`config.mk`:
```
export PLATFORM = sky130hd
export DESIGN_NAME = xcpt_dispatch
export DESIGN_NICKNAME = d
export VERILOG_FILES = /design/src/rtl/xcpt_pkg.sv /design/src/rtl/xcpt_arbiter.sv /design/src/rtl/xcpt_vector.sv /design/src/rtl/xcpt_ctx.sv /design/src/rtl/xcpt_dispatch.sv
export SDC_FILE = /design/constraint.sdc
export NUM_CORES = 1
export LEC_CHECK = 0
export BUFFER_PORTS_ARGS = -buffer_cell sky130_fd_sc_hd__buf_2
export CORE_MARGIN = 5
export CORE_UTILIZATION = 52
export DETAILED_ROUTE_END_ITERATION = 10
export PLACE_DENSITY_LB_ADDON = 0.1
export SETUP_SLACK_MARGIN = 0.05
export SYNTH_ARGS = -nofsm -noshare
export SYNTH_HDL_FRONTEND = slang
export SYNTH_SLANG_ARGS = --single-unit
```
`constraint.sdc`:
```
create_clock -name clk -period 5.47 [get_ports clk]
set_input_delay 0.8205 -clock clk [delete_from_list [all_inputs] [get_ports clk]]
set_output_delay 0.8205 -clock clk [all_outputs]
set_load 0.005 [all_outputs]
```
`src/rtl/xcpt_pkg.sv`:
```
package xcpt_pkg;

    localparam int XNUM_W = 8;
    localparam int NFAULT = 3;

    typedef enum logic [1:0] {
        XC_FAULT = 2'd0,
        XC_TRAP  = 2'd1,
        XC_INTR  = 2'd2,
        XC_ABORT = 2'd3
    } xclass_e;

    localparam logic [XNUM_W-1:0] XN_DIVIDE  = 8'd0;
    localparam logic [XNUM_W-1:0] XN_GPROT   = 8'd13;
    localparam logic [XNUM_W-1:0] XN_PAGE    = 8'd14;
    localparam logic [XNUM_W-1:0] XN_MCHECK  = 8'd18;
    localparam logic [XNUM_W-1:0] XN_SYSCALL = 8'h80;

    typedef struct packed {
        logic mchk;
        logic fatal;
        logic div;
        logic gpf;
        logic pgf;
        logic sysc;
    } xreq_t;

    typedef struct packed {
        logic              valid;
        logic [XNUM_W-1:0] num;
        xclass_e           cls;
    } xsel_t;

    // fault slot i -> exception number, slot 0 has the highest priority
    function automatic logic [XNUM_W-1:0] fault_num(input int slot);
        case (slot)
            0:       return XN_DIVIDE;
            1:       return XN_GPROT;
            default: return XN_PAGE;
        endcase
    endfunction

    // trap and interrupt resume after the instruction, a fault retries it
    function automatic logic resumes_next(input xclass_e c);
        return (c == XC_TRAP) || (c == XC_INTR);
    endfunction

endpackage

```
`src/rtl/xcpt_arbiter.sv`:
```
module xcpt_arbiter
    import xcpt_pkg::*;
(
    input  xreq_t              req,
    input  logic               irq_pin,
    input  logic [XNUM_W-1:0]  irq_vec,
    input  logic               irq_en,
    input  logic               halted,
    output xsel_t              sel
);

    logic [NFAULT-1:0]  fbits;
    logic               fany;
    logic [XNUM_W-1:0]  fnum;

    assign fbits = {req.pgf, req.gpf, req.div};
    assign fany  = |fbits;

    // lowest slot wins: scan from the top down, last hit stays
    always_comb begin
        fnum = fault_num(NFAULT - 1);
        for (int i = NFAULT - 1; i >= 0; i--) begin
            if (fbits[i]) begin
                fnum = fault_num(i);
            end
        end
    end

    always_comb begin
        sel.valid = 1'b0;
        sel.num   = '0;
        sel.cls   = XC_FAULT;
        if (!halted) begin
            if (req.mchk) begin
                sel.valid = 1'b1;
                sel.num   = XN_MCHECK;
                sel.cls   = XC_ABORT;
            end else if (fany) begin
                sel.valid = 1'b1;
                sel.num   = fnum;
                sel.cls   = req.fatal ? XC_ABORT : XC_FAULT;
            end else if (req.sysc) begin
                sel.valid = 1'b1;
                sel.num   = XN_SYSCALL;
                sel.cls   = XC_TRAP;
            end else if (irq_pin && irq_en) begin
                sel.valid = 1'b1;
                sel.num   = irq_vec;
                sel.cls   = XC_INTR;
            end
        end
    end

endmodule

```
`src/rtl/xcpt_vector.sv`:
```
module xcpt_vector
    import xcpt_pkg::*;
#(
    parameter int ADDR_W = 32
) (
    input  logic [ADDR_W-1:0]  base,
    input  xsel_t              sel,
    input  logic [ADDR_W-1:0]  pc_cur,
    input  logic [ADDR_W-1:0]  pc_next,
    output logic [ADDR_W-1:0]  target,
    output logic [ADDR_W-1:0]  resume
);

    localparam int ENTRY_SHIFT = 2;

    assign target = base + (ADDR_W'(sel.num) << ENTRY_SHIFT);
    assign resume = resumes_next(sel.cls) ? pc_next : pc_cur;

endmodule

```
`src/rtl/xcpt_ctx.sv`:
```
module xcpt_ctx
    import xcpt_pkg::*;
#(
    parameter int               ADDR_W     = 32,
    parameter logic [ADDR_W-1:0] RESET_BASE = '0
) (
    input  logic               clk,
    input  logic               rst,
    input  xsel_t              sel,
    input  logic [ADDR_W-1:0]  target,
    input  logic [ADDR_W-1:0]  resume,
    input  logic               ret_pulse,
    input  logic               base_we,
    input  logic [ADDR_W-1:0]  base_wdata,
    output logic               redir_valid,
    output logic [ADDR_W-1:0]  redir_pc,
    output logic [ADDR_W-1:0]  ret_addr,
    output logic [XNUM_W-1:0]  stat_num,
    output xclass_e            stat_cls,
    output logic               irq_en,
    output logic               halted,
    output logic [ADDR_W-1:0]  base
);

    always_ff @(posedge clk) begin
        if (rst) begin
            base        <= RESET_BASE;
            ret_addr    <= '0;
            stat_num    <= '0;
            stat_cls    <= XC_FAULT;
            irq_en      <= 1'b1;
            halted      <= 1'b0;
            redir_valid <= 1'b0;
            redir_pc    <= '0;
        end else begin
            redir_valid <= 1'b0;
            if (base_we) begin
                base <= base_wdata;
            end
            if (sel.valid && !halted) begin
                redir_valid <= 1'b1;
                redir_pc    <= target;
                stat_num    <= sel.num;
                stat_cls    <= sel.cls;
                irq_en      <= 1'b0;
                if (sel.cls == XC_ABORT) begin
                    halted <= 1'b1;
                end else begin
                    ret_addr <= resume;
                end
            end else if (ret_pulse && !halted) begin
                redir_valid <= 1'b1;
                redir_pc    <= ret_addr;
                irq_en      <= 1'b1;
            end
        end
    end

endmodule

```
`src/rtl/xcpt_dispatch.sv`:
```
module xcpt_dispatch
    import xcpt_pkg::*;
#(
    parameter int               ADDR_W     = 32,
    parameter logic [ADDR_W-1:0] RESET_BASE = '0
) (
    input  logic               clk,
    input  logic               rst,
    input  logic               irq_pin,
    input  logic [7:0]         irq_vec,
    input  logic               ev_div,
    input  logic               ev_gpf,
    input  logic               ev_pgf,
    input  logic               ev_mchk,
    input  logic               ev_sysc,
    input  logic               ev_fatal,
    input  logic [ADDR_W-1:0]  pc_cur,
    input  logic [ADDR_W-1:0]  pc_next,
    input  logic               base_we,
    input  logic [ADDR_W-1:0]  base_wdata,
    input  logic               ret_pulse,
    output logic               redir_valid,
    output logic [ADDR_W-1:0]  redir_pc,
    output logic [ADDR_W-1:0]  ret_addr,
    output logic [7:0]         stat_num,
    output logic [1:0]         stat_cls,
    output logic               irq_enable,
    output logic               halted,
    output logic [ADDR_W-1:0]  tbl_base
);

    xreq_t              req;
    xsel_t              sel;
    xclass_e            cls_q;
    logic [ADDR_W-1:0]  target;
    logic [ADDR_W-1:0]  resume;

    assign req = '{mchk: ev_mchk, fatal: ev_fatal, div: ev_div,
                   gpf: ev_gpf, pgf: ev_pgf, sysc: ev_sysc};

    xcpt_arbiter u_arb (
        .req     (req),
        .irq_pin (irq_pin),
        .irq_vec (irq_vec),
        .irq_en  (irq_enable),
        .halted  (halted),
        .sel     (sel)
    );

    xcpt_vector #(.ADDR_W(ADDR_W)) u_vec (
        .base    (tbl_base),
        .sel     (sel),
        .pc_cur  (pc_cur),
        .pc_next (pc_next),
        .target  (target),
        .resume  (resume)
    );

    xcpt_ctx #(.ADDR_W(ADDR_W), .RESET_BASE(RESET_BASE)) u_ctx (
        .clk         (clk),
        .rst         (rst),
        .sel         (sel),
        .target      (target),
        .resume      (resume),
        .ret_pulse   (ret_pulse),
        .base_we     (base_we),
        .base_wdata  (base_wdata),
        .redir_valid (redir_valid),
        .redir_pc    (redir_pc),
        .ret_addr    (ret_addr),
        .stat_num    (stat_num),
        .stat_cls    (cls_q),
        .irq_en      (irq_enable),
        .halted      (halted),
        .base        (tbl_base)
    );

    assign stat_cls = cls_q;

endmodule

```
* Word level (Yosys, flattened, before mapping)
Index checks and enable logic that the tools add are counted. W data, S select, Z words.
Storage, ports and cells: flip-flop bits (word level) 109
Cells by class: add/subtract/negate cells 1, equal/unequal tests 3, multiplexer cells 15, bitwise logic cells 1, reduce and logical (&&, ||, !) cells 9
Operator list (number):
- $mux W32 | 3
- $mux W11 | 5
- $add A32 B10 Y32 | 1
- $eq A2 B2 Y1 const B | 2
- $mux W1 | 4
- $mux W2 | 2
- $mux W4 | 1
- $reduce_and A2 Y1 | 2
- $logic_and A1 B1 Y1 | 3
- $reduce_or A3 Y1 | 1
- $eq A2 B1 Y1 const B | 1
- $reduce_bool A2 Y1 | 1
- $logic_not A1 Y1 | 1
- $logic_or A1 B1 Y1 | 1
- $not A1 Y1 | 1

* Logic depth before layout (Yosys ltp)
Gate-level depths: netlist (run 1).
depth in word-level cells 9, mapped depth 14, gate-level depth less buffers 13

* Cells and area by module
Synthesis (run 1) repeated with hierarchy kept, for this count alone.
Unflattened totals: cell total of the unflattened synthesis 601, area total of the unflattened synthesis 6050.8 sq um
By module, submodules not included:
- xcpt_ctx | times used 1, cells an instance 408, area each 4545.6 sq um, sequential area each 2182.1 sq um
- xcpt_vector | times used 1, cells an instance 160, area each 1305.0 sq um, sequential area each 0.0 sq um
- xcpt_arbiter | times used 1, cells an instance 33, area each 200.2 sq um, sequential area each 0.0 sq um

* Worst setup path after synthesis (run 1)
OpenSTA, ideal clock, no wires.
kind in2reg, start input port ev_gpf, end register u_ctx.redir_pc[12], data arrival time 3.281 ns, setup slack 2.123 ns, stages 13, path buffers 1, cells stage by stage or3_1 nor3_2 a21oi_1 nor3_1 ha_1 fa_1 a211oi_2 nor3_1 o31a_1 buf_6 nor3_1 a2111o_1 a21oi_2
RTL lines:
- from (decl) | line xcpt_dispatch.sv:12 | input logic ev_gpf,
- to (signal assigned) | line xcpt_ctx.sv:42 | redir_pc <= target;
- to (signal assigned) | line xcpt_ctx.sv:53 | redir_pc <= ret_addr;
- to (decl) | line xcpt_ctx.sv:16 | output logic [ADDR_W-1:0] redir_pc,

==> impl_results.md, run 1 <==
- Setup crit end kind: flip-flop
- Min Clock Period, post-route: 3.60 ns
- Worst hold start: u_ctx.stat_num[1]
- Port bufs: 223
- # diodes: 0
- Total iterations of the first detailed-routing run: 4
- Vias in the first global route: ~5k
- Routed wire per std cell: 16.8 um
- Area Overhead vs Synth: 24.0%
- Hold depth: 2
- Final TNS setup: 0 ns
- Mapped Avg Cell Area: 9.02 sq um
- Crit path largest cell delay: approximately 0.55 ns
- Remaining antenna violation count: 0
- Number of fill cells: around 850
- Largest net degree at the start of global routing: about 90
- Layout cells sized above 1: 0.335
- Chip width: approximately 110 um
- Post-synth top area cell: dfxtp_1
- Reg-to-reg critical path startpoint: u_ctx.irq_en
- Slowest-stage cell, CP: o221ai_2
- Cells after Synth: 586
- Number of synthesized flops with an enable pin: 0
- Slew HR: 0.175
- Initial antenna violation count: 0
- First-pass GRT wire length: 24900 um
- Most common cell in the netlist: dfxtp_1
- Number of remaining DRC errors: 0
- Worst slack, placed: approximately 1.6 ns
- Synthesized net count: approximately 710
- Tightest Pin Transition: between 1 and 1.5 ns
- Fin. Hold Viols: 0
- Critical Path AT: approximately 3.8 ns
- Die ar.: between 10000 and 15000 sq um
- Setup bufs post-CTS: 0
- DRT iter0 DRCs: 341
- Vias per cell: roughly 5.6
- Critical Path RT: approximately 5.7 ns
- Hold/Removal Path Class: reg2reg
- Tot GR Track Use: 0.241
- Clk slew on worst S/H paths: roughly 0.090 ns
- Ports: approximately 220
- CP startpoint kind: primary input
- F_max: between 200 and 300 MHz
- Critical-path cell list: buf_2, or3_1, nor3_2, and3_1, ha_1, a21o_1, or3_1, o221ai_2, and4b_1, xnor2_1, a21oi_1
- Multi-input gate area: ~2800 sq um
- Flop2flop setup slack: 2.28 ns
- Slew Limit Fails: 0
- CP Buf/Inv Count: 1
- Placer Congestion: 0.914
- Die Ht: ~110 um
- Vias: just over 5k
- Most common flop cell mapped by yosys: dfxtp_1
- Synth unique cells: 57
- Register area share after synthesis: 0.413
- H-tree depth: 3
- Largest cells by area after synthesis: dfxtp_1 (41%), mux2i_1 (12%), nor2_1 (6.4%)
- Initial core utilization: 0.536
- Outcome: finished, final reports clean
- Core area: 9860 sq um
- Peak fanout along the critical path: 12
- RSZ-0062 raised after global routing: no
- CTS resizes: 0
- Synth warn: 0
- FF+latch count, synth: 109
- Synth top area share: 0.413
- CP most frequent cell: or3_1
- Hold endpoint: u_ctx.stat_num[1]
- CTS Hold Buffers Added: 0
- Top cells by count, synth: dfxtp_1 (109), nor2_1 (90), mux2i_1 (64)
- Delay-heaviest family, CP: simple AND/OR/NAND/NOR gates
- Clk buf depth: 2
- Leakage Power: 3.10 nW
- CTS root buffer: clkbuf_8
- Number of max-cap violations: 0
- Clock Latency Late Sink: 0.36 ns
- Mapped Area: 5290 sq um
- CTS tree: done
- Setup WS post-layout: about 1.9 ns
- PD cells: 302 nW/um^2
- Depth of the most critical reg-to-reg path: 11
- Site Rows: 36
- Final Cycle Share: 0.658
- Critical path start-end classification: in2reg
- # clock sinks: 109
- Setup Skew: about 0.012 ns
- Storage cell area: between 2000 and 2500 sq um
- WL final: approximately 15000 um
- CTS buffer count: 9
- Congestion Overflow GR: 0
- RR Endpoint: u_ctx.redir_pc[16]
- Fin Hold WS: 0.470 ns
- DP Wirelength: approximately 12000 um
- Max IR drop VDD: roughly 170 uV
- Ys async rst share: 0
- Final nets: between 900 and 1k
- Final setup viols: 0
==> kinds of logic after synthesis <==
logic type               synth area share
adder cells (fa/ha/maj)            0.0251
buffers and inverters              0.0490
multiplexers                        0.121
flip-flops                          0.413
AO/OA/AOI/OAI                       0.181
XOR/XNOR                           0.0398
AND/OR/NAND/NOR                     0.171
==> stage by stage <==
| stage | util | instance area [sq um] | cells | power [mW] |
|---|---|---|---|---|
| detailed placement | 0.645 | 6360 | 903 | 1.51 |
| finish | 0.665 | 6560 | 918 | 1.98 |
| global placement | 0.645 | 6360 | 903 | 1.50 |
| CTS | 0.665 | 6560 | 918 | 1.99 |
| floorplan | - | 5290 | 586 | 1.30 |
| global route | 0.665 | 6560 | 918 | 2.09 |
==> worst register-to-register path: stages (launching register included) <==
cell and delay [ns]:
dfxtp_1 0.47, nand2_1 0.13, nor2_1 0.20, a21oi_1 0.11, nor4_1 0.39, ha_1 0.39
a211oi_2 0.24, nor3_1 0.09, o31a_1 0.44, o21ai_1 0.21, xor2_1 0.25, o22ai_1 0.13
==> cell usage in the layout, fill, tap and decap left out, types with 2 or more instances in the layout <==
cell type	count
buf_2	223
dfxtp_1	109
nor2_1	90
mux2i_1	64
a21oi_1	44
nand2_1	43
a211oi_1	35
nand3_1	15
xor2_1	12
xnor2_1	12
o221ai_1	12
nor3_1	10
clkbuf_8	10
ha_1	8
nor3_2	7
inv_1	6
and3_1	6
o211ai_1	6
or3_1	4
o21bai_1	4
a31oi_1	4
nor4_1	4
o21ai_0	4
a221oi_1	4
buf_4	4
nor2b_1	3
nand4_1	3
nand2b_1	2
a21oi_2	2
o221ai_2	2
o22ai_1	2
a22oi_1	2
o21ai_1	2
clkbuf_1	2
==> registers in the layout, indices dropped and copies added, names as in the netlist <==
signal	cells
u_ctx.redir_pc	32
u_ctx.redir_valid	1
u_ctx.stat_num	8
u_ctx.stat_cls	2
u_ctx.ret_addr	32
u_ctx.halted	1
u_ctx.base	32
u_ctx.irq_en	1
==> routing by layer <==
metal	part of all wire	global-route usage	vias up
li1	-	-	2484
met1	0.40	0.288	2433
met2	0.52	0.433	176
met3	0.062	0.0475	23
met4	0.021	0.0805	0
met5	0	0	-
==> area by class of cell <==
cell class              instances  share of cell area
clock buffers                  12              0.0221
clock inverters                 3             0.00706
flip-flops and latches        109               0.333
inverters                       6             0.00344
well taps                     133              0.0254
repair buffers                227               0.175
multi-input cells             428               0.434
==> worst max path at each step <==
stage,from,end,cells after the start
finish,ev_gpf,u_ctx.redir_pc[23],11
global route,ev_gpf,u_ctx.redir_pc[26],13
CTS,ev_gpf,u_ctx.redir_pc[23],11
detailed placement,ev_gpf,u_ctx.redir_pc[23],11
global placement,ev_gpf,u_ctx.redir_pc[23],11
floorplan,ev_gpf,u_ctx.redir_pc[12],13
==> report_power, final <==
part	switching [mW]	total, mW	internal, mW	leakage, nW
combinational	0.279	0.517	0.238	2.10
clock	0.264	0.487	0.224	0.0927
sequential	0.0878	0.975	0.887	0.901
Power figures use the tool's default switching activity.
==> run 2, diff against run 1 <==
--- a/config.mk
+++ b/config.mk
@@ -7,7 +7,7 @@
 export LEC_CHECK = 0
 export BUFFER_PORTS_ARGS = -buffer_cell sky130_fd_sc_hd__buf_2
 export CORE_MARGIN = 5
-export CORE_UTILIZATION = 52
+export CORE_UTILIZATION = 48
 export DETAILED_ROUTE_END_ITERATION = 10
 export PLACE_DENSITY_LB_ADDON = 0.1
 export SETUP_SLACK_MARGIN = 0.05
==> constraint.sdc (replaced) <==
create_clock -name clk -period 3.55 [get_ports clk]
set_input_delay 0.5325 -clock clk [delete_from_list [all_inputs] [get_ports clk]]
set_output_delay 0.5325 -clock clk [all_outputs]
set_load 0.005 [all_outputs]
==> run 2 against run 1 <==
Sequential share of layout area is 0.50 points lower. Critical path type is now reg2reg. Combinational power is 55% higher. Count of clock-buffer cells in the layout is 2 lower. Hold slack worse by 0.074 ns.
==> impl_results.md, run 2 (synthesis gave the netlist of run 1 again) <==
- Placer Congestion: a little under 0.9
- Final Cycle Share: 0.907
- Clk slew on worst S/H paths: between 0.1 and 0.15 ns
- Commonest non-fill, non-tap cell in the layout: buf_2
- Vias: slightly above 5k
- Reg-to-reg critical path startpoint: u_ctx.irq_en
- Peak fanout along the critical path: 10
- Initial core utilization: 0.488
- Largest net degree at the start of global routing: 65
- CTS Hold Buffers Added: 0
- CTS resizes: 0
- DP Area: between 6000 and 7000 sq um
- CTS buffer count: 9
- Ports: ~220
- Vias in the first global route: slightly below 5k
- Critical path start-end classification: reg2reg
- DRT iter0 DRCs: 320
- Die ar.: roughly 13000 sq um
- CTS tree: done
- Tot GR Track Use: 0.226
- Max IR drop VDD: 312 uV
- Leakage Power: roughly 3.2 nW
- Final setup viols: 0
- Slowest-stage cell, CP: dfxtp_1
- Final nets: ~910
- Worst setup path start: u_ctx.irq_en
- Slew Limit Fails: 0
- Final TNS setup: 0 ns
- Worst hold start: base_wdata[1]
- # diodes: 0
- WL final: about 16000 um
- PD cells: just under 500 nW/um^2
- Critical Path RT: ~3.9 ns
- Post-route total power: roughly 3.2 mW
- Core area: between 10000 and 15000 sq um
- CP Buf/Inv Count: 0
- Fin. Hold Viols: 0
- Number of remaining DRC errors: 0
- Setup crit end kind: flip-flop
- Outcome: finished, final reports clean
- Flop2flop setup slack: between 0.3 and 0.4 ns
- Delay-heaviest family, CP: compound AO/OA/AOI/OAI gates
- Worst slack, placed: around 0.054 ns
- # clock sinks: between 100 and 150
- Largest registers: u_ctx.base x32, u_ctx.redir_pc x32, u_ctx.ret_addr x32
- First-pass GRT wire length: about 24000 um
- Initial antenna violation count: 0
- Site Rows: 38
- Clock Latency Late Sink: approximately 0.37 ns
- RSZ-0062 raised after global routing: no
- Tightest Pin Transition: ~1.0 ns
- Vias per cell: 5.49
- Chip width: ~110 um
- Congestion Overflow GR: 0
- Clk buf depth: 2
- Crit path largest cell delay: ~0.48 ns
- Layout cells sized above 1: 0.342
- DP Wirelength: 12200 um
- CP startpoint kind: flip-flop
- Setup WS post-layout: between 0.3 and 0.4 ns
- Min Clock Period, post-route: ~3.2 ns
- CTS root buffer: clkbuf_8
- H-tree depth: 3
- Commonest non-fill, non-tap cells in the layout: buf_2 (223), dfxtp_1 (109), nor2_1 (90)
- Routed wire per std cell: around 17 um
- Slew HR: 0.314
- Total iterations of the first detailed-routing run: 4
- Critical-path cell list: nand2_1, nor2_1, a21oi_1, nor4_1, ha_1, o21ai_0, nor3_1, o31a_1, a2111o_1, a21oi_2
- Fin Hold WS: between 0.3 and 0.4 ns
- Die Ht: 115 um
- Port bufs: 223
- F_max: ~310 MHz
- Remaining antenna violation count: 0
- Setup bufs post-CTS: 0
- Critical Path AT: between 3 and 4 ns
- Setup Skew: around 0.013 ns
- Number of max-cap violations: 0
- Final instance area: around 6700 sq um
- Hold/Removal Path Class: in2reg
- Area Overhead vs Synth: 25.9%
-- run 2: changes by cell type in the layout (fill, tap and decap cells not counted), sizes merged --
cell,before,now
clkinvlp,1,0
buf,227,232
clkbuf,12,10
bufinv,1,3
inv,6,7
-- run 2: worst paths after layout --
kind                            depth (start not counted)                  to
worst max-delay path                                   10  u_ctx.redir_pc[12]
worst min-delay path                                    3       u_ctx.base[1]
worst max register to register                         10  u_ctx.redir_pc[12]
worst min register to register                          2   u_ctx.stat_num[1]
-- run 2: worst reg2reg max path, delay by kind of cell, from the launching register on --
| kind | cells | cell delay, ns |
|---|---|---|
| AND/OR/NAND/NOR | 4 | 0.86 |
| flip-flops | 1 | 0.48 |
| AO/OA/AOI/OAI | 5 | 1.41 |
| adder cells (fa/ha/maj) | 1 | 0.40 |
-- run 2: power by group --
part,switching (mW),total [mW],internal [mW]
clock network,0.417,0.905,0.488
registers,0.132,1.50,1.37
logic,0.437,0.802,0.366
-- run 2: cell type report --
| class | count | area [sq um] |
|---|---|---|
| multi-input combinational | 428 | 2850 |
| sequential | 109 | 2180 |
| tap | 140 | 175 |
| clock buffer | 10 | 138 |
| fill | 983 | 4180 |
| inverter | 6 | 22.5 |
| clock inverter | 5 | 108 |
| timing repair buffer | 232 | 1180 |
-- run 2: per-stage QoR --
stage | util | std cells
global route | 0.614 | 930
finish | 0.614 | 930
global placement | 0.591 | 915
CTS | 0.614 | 930
floorplan | - | 586
detailed placement | 0.591 | 915
-- run 2: routing by layer --
metal	up-vias	routed length, um	track usage
met4	0	330	0.0673
met1	2393	6250	0.273
li1	2502	-	-
met3	26	1250	0.0537
met5	-	0	0
met2	181	7880	0.400
==> run 3, diff against run 2 <==
--- a/config.mk
+++ b/config.mk
@@ -6,8 +6,10 @@
 export NUM_CORES = 1
 export LEC_CHECK = 0
 export BUFFER_PORTS_ARGS = -buffer_cell sky130_fd_sc_hd__buf_2
+export CELL_PAD_IN_SITES_DETAIL_PLACEMENT = 1
+export CELL_PAD_IN_SITES_GLOBAL_PLACEMENT = 2
 export CORE_MARGIN = 5
-export CORE_UTILIZATION = 48
+export CORE_UTILIZATION = 27
 export DETAILED_ROUTE_END_ITERATION = 10
 export PLACE_DENSITY_LB_ADDON = 0.1
 export SETUP_SLACK_MARGIN = 0.05
==> run 3 against run 2 <==
Power is 6.0% higher. Hold slack improved by 0.012 ns. Clock power increased by 16%. Register-to-register slack worse by 0.03 ns. Critical path type unchanged. Largest power group unchanged.
==> impl_results.md, run 3 (synthesis gave the netlist of run 1 again) <==
- Outcome: finished, final reports clean
- Tightest Pin Transition: 0.960 ns
- Site Rows: slightly above 50
- DRT iter0 DRCs: 162
- Layout cells sized above 1: 0.343
- Commonest non-fill, non-tap cell in the layout: buf_2
- Crit path largest cell delay: ~0.52 ns
- Congestion Overflow GR: 0
- Placer Congestion: just over 0.8
- Setup crit end kind: flip-flop
- Number of remaining DRC errors: 0
- Clk slew on worst S/H paths: around 0.070 ns
- Chip width: about 150 um
- CTS tree: done
- Total iterations of the first detailed-routing run: 4
- CP Buf/Inv Count: 1
- Leakage Power: roughly 3.2 nW
- WL final: around 20000 um
- Final TNS setup: 0 ns
- Slew HR: 0.360
- Tot GR Track Use: 0.175
- Slowest-stage cell, CP: nor4_1
- Initial antenna violation count: 0
- Core area: just under 20000 sq um
- Inst Count DP: approximately 1.0k
- Vias in the first global route: roughly 5.5k
- Hold/Removal Path Class: in2reg
- Port bufs: around 220
- Slew Limit Fails: 0
- Min Clock Period, post-route: 3.25 ns
- Vias per cell: a little under 5
- Final setup viols: 0
- Critical-path cell list: nand2_1, nor2_1, a21oi_1, nor4_1, ha_1, o21ai_0, nor3_1, o31a_1, buf_12, a2111o_1, a21oi_2
- Area Overhead vs Synth: 31.2%
- Largest net degree at the start of global routing: approximately 90
- Initial core utilization: 0.273
- RSZ-0062 raised after global routing: no
- Commonest non-fill, non-tap cells in the layout: buf_2 (222), dfxtp_1 (109), nor2_1 (90)
- Critical Path AT: around 3.5 ns
- PD cells: a little under 500 nW/um^2
- Delay-heaviest family, CP: compound AO/OA/AOI/OAI gates
- Clock Latency Late Sink: roughly 0.35 ns
- Peak fanout along the critical path: 10
- DP Area: 6630 sq um
- Critical Path RT: 3.84 ns
- F_max: 308 MHz
- First-pass GRT wire length: roughly 31000 um
- Final nets: around 900
- H-tree depth: 3
- Fin. Hold Viols: 0
- Critical path start-end classification: reg2reg
- # clock sinks: 109
- Finished Layout Cells: approximately 1.1k
- CTS Hold Buffers Added: 0
- Worst slack, placed: between 0.015 and 0.02 ns
- CP startpoint kind: flip-flop
- Clk buf depth: 2
- DP Wirelength: approximately 15000 um
- Largest registers: u_ctx.base x32, u_ctx.redir_pc x32, u_ctx.ret_addr x32
- Setup WS post-layout: a little over 0.3 ns
- Max IR drop VDD: 220 uV
- Setup Skew: 0.00531 ns
- Final Cycle Share: 0.915
- CTS buffer count: 9
- Final instance area: roughly 7000 sq um
- Fin Hold WS: 0.408 ns
- CTS root buffer: clkbuf_16
- Vias: a little over 5k
- Number of fill cells: about 2.4k
- Setup bufs post-CTS: 0
- # diodes: 0
- Remaining antenna violation count: 0
- Number of max-cap violations: 0
- Ports: between 200 and 250
- Die Ht: approximately 150 um
- Routed wire per std cell: roughly 19 um
- CTS resizes: 0
- Die ar.: between 20000 and 25000 sq um
## run 3: cell types whose count changed in the layout (fill, tap and decap cells not counted), sizes merged
cell / before / now
bufinv: 3 / 1
buf: 232 / 235
clkinv: 1 / 2
inv: 7 / 6
clkbuf: 10 / 13
## run 3: where the power goes
part           total (mW)  internal [mW]  switching (mW)  leakage, nW
Sequential           1.51           1.37           0.144        0.901
Clock                1.05          0.587           0.460        0.150
Combinational       0.842          0.378           0.464         2.16
## run 3: worst paths after layout
kind	startpoint	to	slack (ns)	cells past startpoint
setup reg to reg	u_ctx.irq_en	u_ctx.redir_pc[12]	0.30	11
setup / recovery	u_ctx.irq_en	u_ctx.redir_pc[12]	0.30	11
hold / removal	base_wdata[13]	u_ctx.base[13]	0.41	3
hold reg to reg	u_ctx.stat_num[1]	u_ctx.stat_num[1]	0.47	2
## run 3: cell type report
type	instances	area [sq um]	area share
clock buffers	13	260	0.0375
clock inverters	3	43.8	0.00632
inverters	6	22.5	0.00325
multi-input cells	428	2850	0.411
flip-flops and latches	109	2180	0.315
well taps	265	332	0.0478
repair buffers	235	1250	0.180
## run 3: through the flow
stage / total power, mW / utilization
after floorplan: 2.00 / -
after global placement: 2.39 / 0.342
after CTS: 3.47 / 0.357
after detailed placement: 2.41 / 0.342
final: 3.40 / 0.357
after global routing: 3.61 / 0.357
## run 3: worst min-delay path, delay by kind of cell
kind / cells / cell delay (ns)
and+or+nand+nor: 1 / 0.07
buffers and inverters: 1 / 0.07
muxes: 1 / 0.05
## run 3: per-layer routing
| layer | global-route usage | vias up | part of all wire |
|---|---|---|---|
| li1 | - | 2510 | - |
| met1 | 0.201 | 2505 | 0.41 |
| met2 | 0.327 | 153 | 0.53 |
| met3 | 0.0406 | 14 | 0.056 |
| met4 | 0.0412 | 0 | 0.012 |
| met5 | 0 | - | 0 |
